==> src/rtl/hart_timer_pkg.sv <==
package hart_timer_pkg;

  typedef logic [63:0] tval_t;

  // Address width that covers the counter plus one compare slot per hart.
  function automatic int addr_bits(input int harts);
    return $clog2(8 * (harts + 1));
  endfunction

  // Unsigned 64-bit "deadline reached" test.
  function automatic logic deadline_hit(input tval_t now, input tval_t limit);
    return (now >= limit);
  endfunction

  // Replace one 32-bit half of a 64-bit value.
  function automatic tval_t merge_half(input tval_t old, input logic upper,
                                       input logic [31:0] word);
    tval_t r;
    r = old;
    if (upper) r[63:32] = word;
    else       r[31:0]  = word;
    return r;
  endfunction

  // Pick one 32-bit half of a 64-bit value.
  function automatic logic [31:0] pick_half(input tval_t v, input logic upper);
    return upper ? v[63:32] : v[31:0];
  endfunction

endpackage

==> src/rtl/hart_timer_decode.sv <==
module hart_timer_decode
  import hart_timer_pkg::*;
#(
  parameter int NUM_HARTS = 4,
  parameter int ADDR_W    = addr_bits(NUM_HARTS),
  localparam int SLOT_W   = ADDR_W - 3
) (
  input  logic [ADDR_W-1:0]    addr,
  input  logic                 we,
  output logic [SLOT_W-1:0]    slot,
  output logic                 upper,
  output logic                 out_of_map,
  output logic                 time_wr_lo,
  output logic                 time_wr_hi,
  output logic [NUM_HARTS-1:0] cmp_wr_lo,
  output logic [NUM_HARTS-1:0] cmp_wr_hi
);

  assign slot       = addr[ADDR_W-1:3];
  assign upper      = addr[2];
  assign out_of_map = (slot > SLOT_W'(NUM_HARTS));

  assign time_wr_lo = we && (slot == '0) && !upper;
  assign time_wr_hi = we && (slot == '0) &&  upper;

  for (genvar h = 0; h < NUM_HARTS; h++) begin : g_sel
    logic hit;
    assign hit          = (slot == SLOT_W'(h + 1));
    assign cmp_wr_lo[h] = we && hit && !upper;
    assign cmp_wr_hi[h] = we && hit &&  upper;
  end

endmodule

==> src/rtl/hart_timer_counter.sv <==
module hart_timer_counter
  import hart_timer_pkg::*;
(
  input  logic        clk,
  input  logic        rst_n,
  input  logic        tick_en,
  input  logic        wr_lo,
  input  logic        wr_hi,
  input  logic [31:0] wdata,
  output tval_t       time_q
);

  always_ff @(posedge clk or negedge rst_n) begin
    if (!rst_n) begin
      time_q <= '0;
    end else if (wr_lo || wr_hi) begin
      time_q <= merge_half(time_q, wr_hi, wdata);
    end else if (tick_en) begin
      time_q <= time_q + 64'd1;
    end
  end

endmodule

==> src/rtl/hart_timer_cmp_bank.sv <==
module hart_timer_cmp_bank
  import hart_timer_pkg::*;
#(
  parameter int NUM_HARTS = 4
) (
  input  logic                    clk,
  input  logic                    rst_n,
  input  logic [NUM_HARTS-1:0]    wr_lo,
  input  logic [NUM_HARTS-1:0]    wr_hi,
  input  logic [31:0]             wdata,
  input  tval_t                   time_now,
  output logic [NUM_HARTS*64-1:0] cmp_flat,
  output logic [NUM_HARTS-1:0]    pend
);

  for (genvar h = 0; h < NUM_HARTS; h++) begin : g_hart
    tval_t cmp_q;

    always_ff @(posedge clk or negedge rst_n) begin
      if (!rst_n) begin
        cmp_q <= '1;
      end else if (wr_lo[h] || wr_hi[h]) begin
        cmp_q <= merge_half(cmp_q, wr_hi[h], wdata);
      end
    end

    assign cmp_flat[h*64 +: 64] = cmp_q;
    assign pend[h]              = deadline_hit(time_now, cmp_q);
  end

endmodule

==> src/rtl/hart_timer.sv <==
module hart_timer
  import hart_timer_pkg::*;
#(
  parameter int NUM_HARTS = 4,
  parameter int ADDR_W    = addr_bits(NUM_HARTS)
) (
  input  logic                 clk,
  input  logic                 rst_n,
  input  logic                 tick_en,
  input  logic [ADDR_W-1:0]    bus_addr,
  input  logic                 bus_we,
  input  logic [31:0]          bus_wdata,
  output logic [31:0]          bus_rdata,
  output logic [NUM_HARTS-1:0] tmr_pend
);

  localparam int SLOT_W = ADDR_W - 3;

  logic [SLOT_W-1:0]    slot;
  logic                 upper;
  logic                 out_of_map;
  logic                 time_wr_lo;
  logic                 time_wr_hi;
  logic [NUM_HARTS-1:0] cmp_wr_lo;
  logic [NUM_HARTS-1:0] cmp_wr_hi;
  tval_t                time_q;
  logic [NUM_HARTS*64-1:0] cmp_flat;

  hart_timer_decode #(.NUM_HARTS(NUM_HARTS), .ADDR_W(ADDR_W)) u_dec (
    .addr       (bus_addr),
    .we         (bus_we),
    .slot       (slot),
    .upper      (upper),
    .out_of_map (out_of_map),
    .time_wr_lo (time_wr_lo),
    .time_wr_hi (time_wr_hi),
    .cmp_wr_lo  (cmp_wr_lo),
    .cmp_wr_hi  (cmp_wr_hi)
  );

  hart_timer_counter u_cnt (
    .clk     (clk),
    .rst_n   (rst_n),
    .tick_en (tick_en),
    .wr_lo   (time_wr_lo),
    .wr_hi   (time_wr_hi),
    .wdata   (bus_wdata),
    .time_q  (time_q)
  );

  hart_timer_cmp_bank #(.NUM_HARTS(NUM_HARTS)) u_cmp (
    .clk      (clk),
    .rst_n    (rst_n),
    .wr_lo    (cmp_wr_lo),
    .wr_hi    (cmp_wr_hi),
    .wdata    (bus_wdata),
    .time_now (time_q),
    .cmp_flat (cmp_flat),
    .pend     (tmr_pend)
  );

  // Read-back: counter at slot 0, compare array behind it, zero elsewhere.
  always_comb begin
    bus_rdata = '0;
    if (slot == '0) begin
      bus_rdata = pick_half(time_q, upper);
    end else begin
      for (int h = 0; h < NUM_HARTS; h++) begin
        if (slot == SLOT_W'(h + 1)) begin
          bus_rdata = pick_half(cmp_flat[h*64 +: 64], upper);
        end
      end
    end
  end

endmodule

==> config.mk <==
export PLATFORM = sky130hd
export DESIGN_NAME = hart_timer
export DESIGN_NICKNAME = d
export VERILOG_FILES = /design/src/rtl/hart_timer_pkg.sv /design/src/rtl/hart_timer_decode.sv /design/src/rtl/hart_timer_counter.sv /design/src/rtl/hart_timer_cmp_bank.sv /design/src/rtl/hart_timer.sv
export SDC_FILE = /design/constraint.sdc
export NUM_CORES = 1
export LEC_CHECK = 0
export ABC_AREA = 1
export CORE_MARGIN = 8
export CORE_UTILIZATION = 30
export CTS_BUF_LIST = sky130_fd_sc_hd__clkbuf_2 sky130_fd_sc_hd__clkbuf_4 sky130_fd_sc_hd__clkbuf_8
export CTS_CLUSTER_SIZE = 25
export DETAILED_ROUTE_END_ITERATION = 7
export PLACE_DENSITY_LB_ADDON = 0.1
export SLEW_MARGIN = 30
export SYNTH_ARGS = -nofsm -noshare
export SYNTH_HDL_FRONTEND = slang
export SYNTH_HIERARCHICAL = 1
export SYNTH_SLANG_ARGS = --single-unit
==> constraint.sdc <==
create_clock -name clk -period 4.1 [get_ports clk]
set_input_delay 0.82 -clock clk [delete_from_list [all_inputs] [get_ports clk]]
set_output_delay 0.82 -clock clk [all_outputs]
set_load 0.05 [all_outputs]
After elaboration in Yosys (flattened, before gate mapping)
Index checks and enable logic that the tools add are counted.
{"block": "word_totals", "register_bits": 320, "input_bits": 42, "output_inout_bits": 36, "word_cells": 72}
{"block": "op_classes", "addsub": 1, "order_cmp": 4, "n_eq_ne": 6, "n_mux": 14, "bitwise": 4, "reduce_logical": 33}
{"operator": "2-to-1 mux 32 bit", "count": 12}
{"operator": ">= comparator 64 bit", "count": 4}
{"operator": "2-to-1 mux 64 bit", "count": 2}
{"operator": "adder 64 x 1 -> 64 bit (second input constant)", "count": 1}
{"operator": "AND reduction 2 bit", "count": 10}
{"operator": "logical AND 1 bit", "count": 15}
{"operator": "== test 3 x 2 -> 1 bit (second input constant)", "count": 2}
{"operator": "logical OR 1 bit", "count": 5}
{"operator": "inverter 1 bit", "count": 4}
{"operator": "== test 3 x 1 -> 1 bit (second input constant)", "count": 1}
{"operator": "== test 3 bit (second input constant)", "count": 1}
{"operator": "logical NOT 3 bit", "count": 1}
{"operator": "!= test 2 x 1 -> 1 bit (second input constant)", "count": 1}
{"operator": "!= test 2 bit (second input constant)", "count": 1}
{"operator": "nonzero test 2 bit", "count": 1}
{"operator": "logical NOT 1 bit", "count": 1}

Longest topological paths before layout
{"block": "logic_depth", "ltp_word": 6, "ltp_mapped": 15, "mapped_depth_nobuf": 15}

Cells and area by module
The synthesis kept the hierarchy.
{"mod": "hart_timer_cmp_bank", "n_inst": 1, "cells_per_inst": 2001, "area_each_um2": 16244.3, "seq_area_each_um2": 6726.5}
{"mod": "hart_timer_counter", "n_inst": 1, "cells_per_inst": 815, "area_each_um2": 4926.0, "seq_area_each_um2": 1601.5}
{"mod": "hart_timer", "n_inst": 1, "cells_per_inst": 764, "area_each_um2": 3168.0, "seq_area_each_um2": 0.0}
{"mod": "hart_timer_decode", "n_inst": 1, "cells_per_inst": 32, "area_each_um2": 145.1, "seq_area_each_um2": 0.0}

Worst setup path after synthesis
No wires, ideal clock.
{"block": "synth_path", "path_type": "input port to output port", "from": "in bus_addr[2]", "to": "out bus_rdata[0]", "arrival_time_ps": 2006, "t_required_ps": 3280, "setup_slack_ps": 1274, "cell_stages": 10, "n_path_buf": 4, "path_cell_list": "buf_4 -> buf_4 -> buf_6 -> buf_2 -> nand2_1 -> nand2_1 -> nand2_1 -> nand2_1 -> nor2_1 -> nand3_1"}
{"block": "synth_via", "elab_chain_len": 6, "word_cells_on_any_way": 10, "classes_between": "mux (10)"}
{"element": "from (decl)", "line": "hart_timer.sv:10", "rtl": "input logic [ADDR_W-1:0] bus_addr,"}
{"element": "2-to-1 mux 32 bit", "line": "hart_timer_pkg.sv:27", "rtl": "return upper ? v[63:32] : v[31:0];"}
{"element": "2-to-1 mux 32 bit (4 in series)", "line": "hart_timer.sv:69", "rtl": "if (slot == SLOT_W'(h + 1)) begin"}
{"element": "2-to-1 mux 32 bit (*)", "line": "hart_timer.sv:65", "rtl": "if (slot == '0) begin"}
{"element": "to (decl)", "line": "hart_timer.sv:13", "rtl": "output logic [31:0] bus_rdata,"}
Every way passes the cells marked *; elsewhere a longest branch is shown, timed or not.

Final worst setup path
{"block": "layout_path", "from": "reg u_cnt.time_q[47]", "to": "out tmr_pend[0]"}
{"block": "layout_via", "elab_chain_len": 1}
{"element": "from (decl)", "line": "hart_timer_counter.sv:10", "rtl": "output tval_t time_q"}
{"element": "from (signal assigned)", "line": "hart_timer_counter.sv:17", "rtl": "time_q <= merge_half(time_q, wr_hi, wdata);"}
{"element": "from (signal assigned)", "line": "hart_timer_counter.sv:19", "rtl": "time_q <= time_q + 64'd1;"}
{"element": ">= comparator 64 bit", "line": "hart_timer_pkg.sv:12", "rtl": "return (now >= limit);"}
{"element": "to (decl)", "line": "hart_timer.sv:14", "rtl": "output logic [NUM_HARTS-1:0] tmr_pend"}
Every way passes these cells.

==> metrics.md <==
| Metric | Value |
|---|---|
| Status | finished, final reports clean |
| Vias per cell | 4.73 |
| TritonCTS clock tree | yes |
| Final Net Count | slightly below 4,000 |
| Max_slew headroom | 40.6% |
| GP Congestion | between 0.9 and 1 |
| Post-DP HPWL | slightly below 70,000 um |
| Post-Synthesis Cells | 3,611 |
| Layout area overhead | 15.6% |
| Final hold violations | 0 |
| Worst vdd rail ir drop | 0.264 mV |
| Core area | 80,700 sq um |
| TritonCTS Buffers | 70 |
| Clock transition at path regs | approximately 60 ps |
| Critical path launch point type | flop |
| CP Data Arrival Time | between 3000 and 4000 ps |
| Initial Util | 30.3% |
| Most frequent CP cell | nand2_1 |
| Synth warn | 6 |
| Worst clock skew | between 15 and 20 ps |
| Final core area utilization | between 30% and 40% |
| Leak | approximately 14 nW |
| Sequential Power Share | 35.4% |
| Largest net degree at the start of global routing | 134 |
| Setup bufs post-CTS | 0 |
| IO buf count | 75 |
| Worst hold path class | input port to async pin |
| CP Class | flop to primary output |
| Clk sinks | 320 |
| Grt ovf | 0 |
| Drt first pass iters | 6 |
| Syn_nets | 3,910 |
| CTS hold repair buffers | 0 |
| Period minus WS final | 4000 ps |
| Die Span X | between 300 and 400 um |
| Internal power | 8.67 mW |
| Comb power frac | 39.3% |
| CP cell instances | ha_1, nand4_1, nor2_1, nand2_1, nand2_1, a21oi_1, nand2_1, buf_4 |
| Pins Over Slew Limit | 0 |
| Cell row count | 104 |
| Root Buffer | clkbuf_8 |
| Avg Cell Area, Syn | slightly below 7 sq um |
| Total power | 15.1 mW |
| Sw frac | 42.4% |
| Synthesized area | 24,500 sq um |
| Drt total wl | 93,700 um |
| Placed cell areas | between 20,000 and 30,000 sq um |
| Post-Layout Cell Count | between 4,000 and 5,000 |
| Vias in the first global route | between 20,000 and 25,000 |
| Gr usage total | between 20% and 30% |
| Die ar. | 91,000 sq um |
| Data required time of the worst path | between 3000 and 4000 ps |
| Period utilization | 97.6% |
| Layout cells sized above 1 | between 10% and 20% |
| NetSw | 6.39 mW |
| H-tree levels | 3 |
| Critical Path Sink Type | primary output |
| Clock share of power | 25.2% |
| Fillers | 8,901 |
| Max-cap violation count | 0 |
| Storage cell area | 8330 sq um |
| Design area | 28,300 sq um |
| PD cells | between 500 and 600 nW/um^2 |
| Clock buffer depth | 3 |
| IO Count | 78 |
| Drt wl/cell | roughly 20 um |
| Initial antenna violation count | 3 |
| First DRT Iteration DRCs | approximately 1,600 |
| Antenna Nets Post-Route | 0 |
| Later-pin clock latency in the skew report | 670 ps |
| Area of the multi-input gates | ~14,000 sq um |
| Slew @ Worst Pin | between 800 and 900 ps |
| Crit Path Max Fanout | 10 |
| Placed cells | between 4,000 and 5,000 |
| DRC violations left | 0 |
| Reg2reg path depth | 11 |
| Critical-path top delay cell | nor2_1 |
| Vias | between 20,000 and 25,000 |
| Crit path largest cell delay | 590 ps |
| # setup viols final | 0 |
| Die Y-Extent | 302 um |
| Max Freq | ~0.25 GHz |
| Global-route wire length before repair | 142,000 um |
| Worst hold slack | 281 ps |
[metrics by stage]
stage	setup slack, ps	TNS [ps]
2_1_floorplan	1270	0
3_3_place_gp	545	0
5_1_grt	-0.132	-0.132
6_report	97.6	0
3_5_place_dp	562	0
4_1_cts	3.37	0
[sequential cells by signal, indices dropped and copies added, names as in the netlist]
signal,count
u_cmp/g_hart.cmp_q,256
u_cnt/time_q,64
[routing by layer]
layer | routed length, um | vias to the layer above | share of wire (%) | GRT usage, %
li1 | - | 11600 | - | -
met3 | 4270 | 144 | 4.6 | 3.35
met5 | 0 | - | 0 | 0
met1 | 44200 | 10400 | 47 | 27.8
met2 | 42200 | 519 | 45 | 33.2
met4 | 3010 | 0 | 3.2 | 6.70
[layout by cell type (no fill, tap or decap), types with 3 or more instances in the layout]
cell and count:
nand2_1 1299, inv_1 456, o21ai_0 343, nor2_1 316
ha_1 257, dfstp_2 256, a21oi_1 223, nand3_1 105
clkbuf_8 84, dfrtp_1 62, buf_12 47, buf_4 39
clkdlybuf4s50_1 37, clkbuf_4 31, nand4_1 28, o21bai_1 22
nor3_1 15, nor2_4 13, nand2_2 13, nor2_2 10
o21a_1 7, a21o_1 6, inv_2 5, nor4_1 5
o22ai_1 4, nand3_2 3, clkinvlp_4 3, clkinv_2 3
nand2_4 3, or2_2 3
[repair_timing]
action	CTS	global route
endpoints found under the hold margin	0	0
setup endpoints to repair	3	3
gates resized for setup	3	8
[power by group through the flow]
stage                     Combinational (mW)  Clock, mW  Sequential (mW)
after global routing                    6.81       4.07             5.48
after floorplan                         3.98          0             4.93
after detailed placement                5.89          0             5.39
final                                   5.92       3.80             5.34
after CTS                               5.93       3.94             5.35
after global placement                  5.87          0             5.38
[cell type report]
| class | count | share of cell area (%) |
|---|---|---|
| tap | 1060 | 4.68 |
| clock buffer | 115 | 4.91 |
| clock inverter | 8 | 0.270 |
| sequential | 320 | 29.4 |
| multi-input combinational | 2699 | 48.8 |
| timing repair buffer | 125 | 5.76 |
| antenna | 2 | 0.0177 |
| inverter | 462 | 6.13 |
[critical path: cells and delay by family, from the launching register on]
kind	cells	cell delay, ps
flip-flops	1	550
AO/OA/AOI/OAI	1	90
buffers and inverters	1	220
adder cells (fa/ha/maj)	1	410
AND/OR/NAND/NOR	5	1230
[final timing paths]
path	startpoint	endpoint	slack [ps]
worst max-delay path	u_cnt/time_q[47]	tmr_pend[0]	100
worst min-delay path	rst_n	u_cnt/time_q[52]	280
worst max register to register	u_cnt/time_q[1]	u_cnt/time_q[18]	1690
worst min register to register	u_cmp/g_hart[0].cmp_q[28]	u_cmp/g_hart[0].cmp_q[28]	500
max in group asynchronous	rst_n	u_cmp/g_hart[2].cmp_q[43]	2980
min in group clk	u_cmp/g_hart[0].cmp_q[28]	u_cmp/g_hart[0].cmp_q[28]	500
Power figures use the tool's default switching activity.
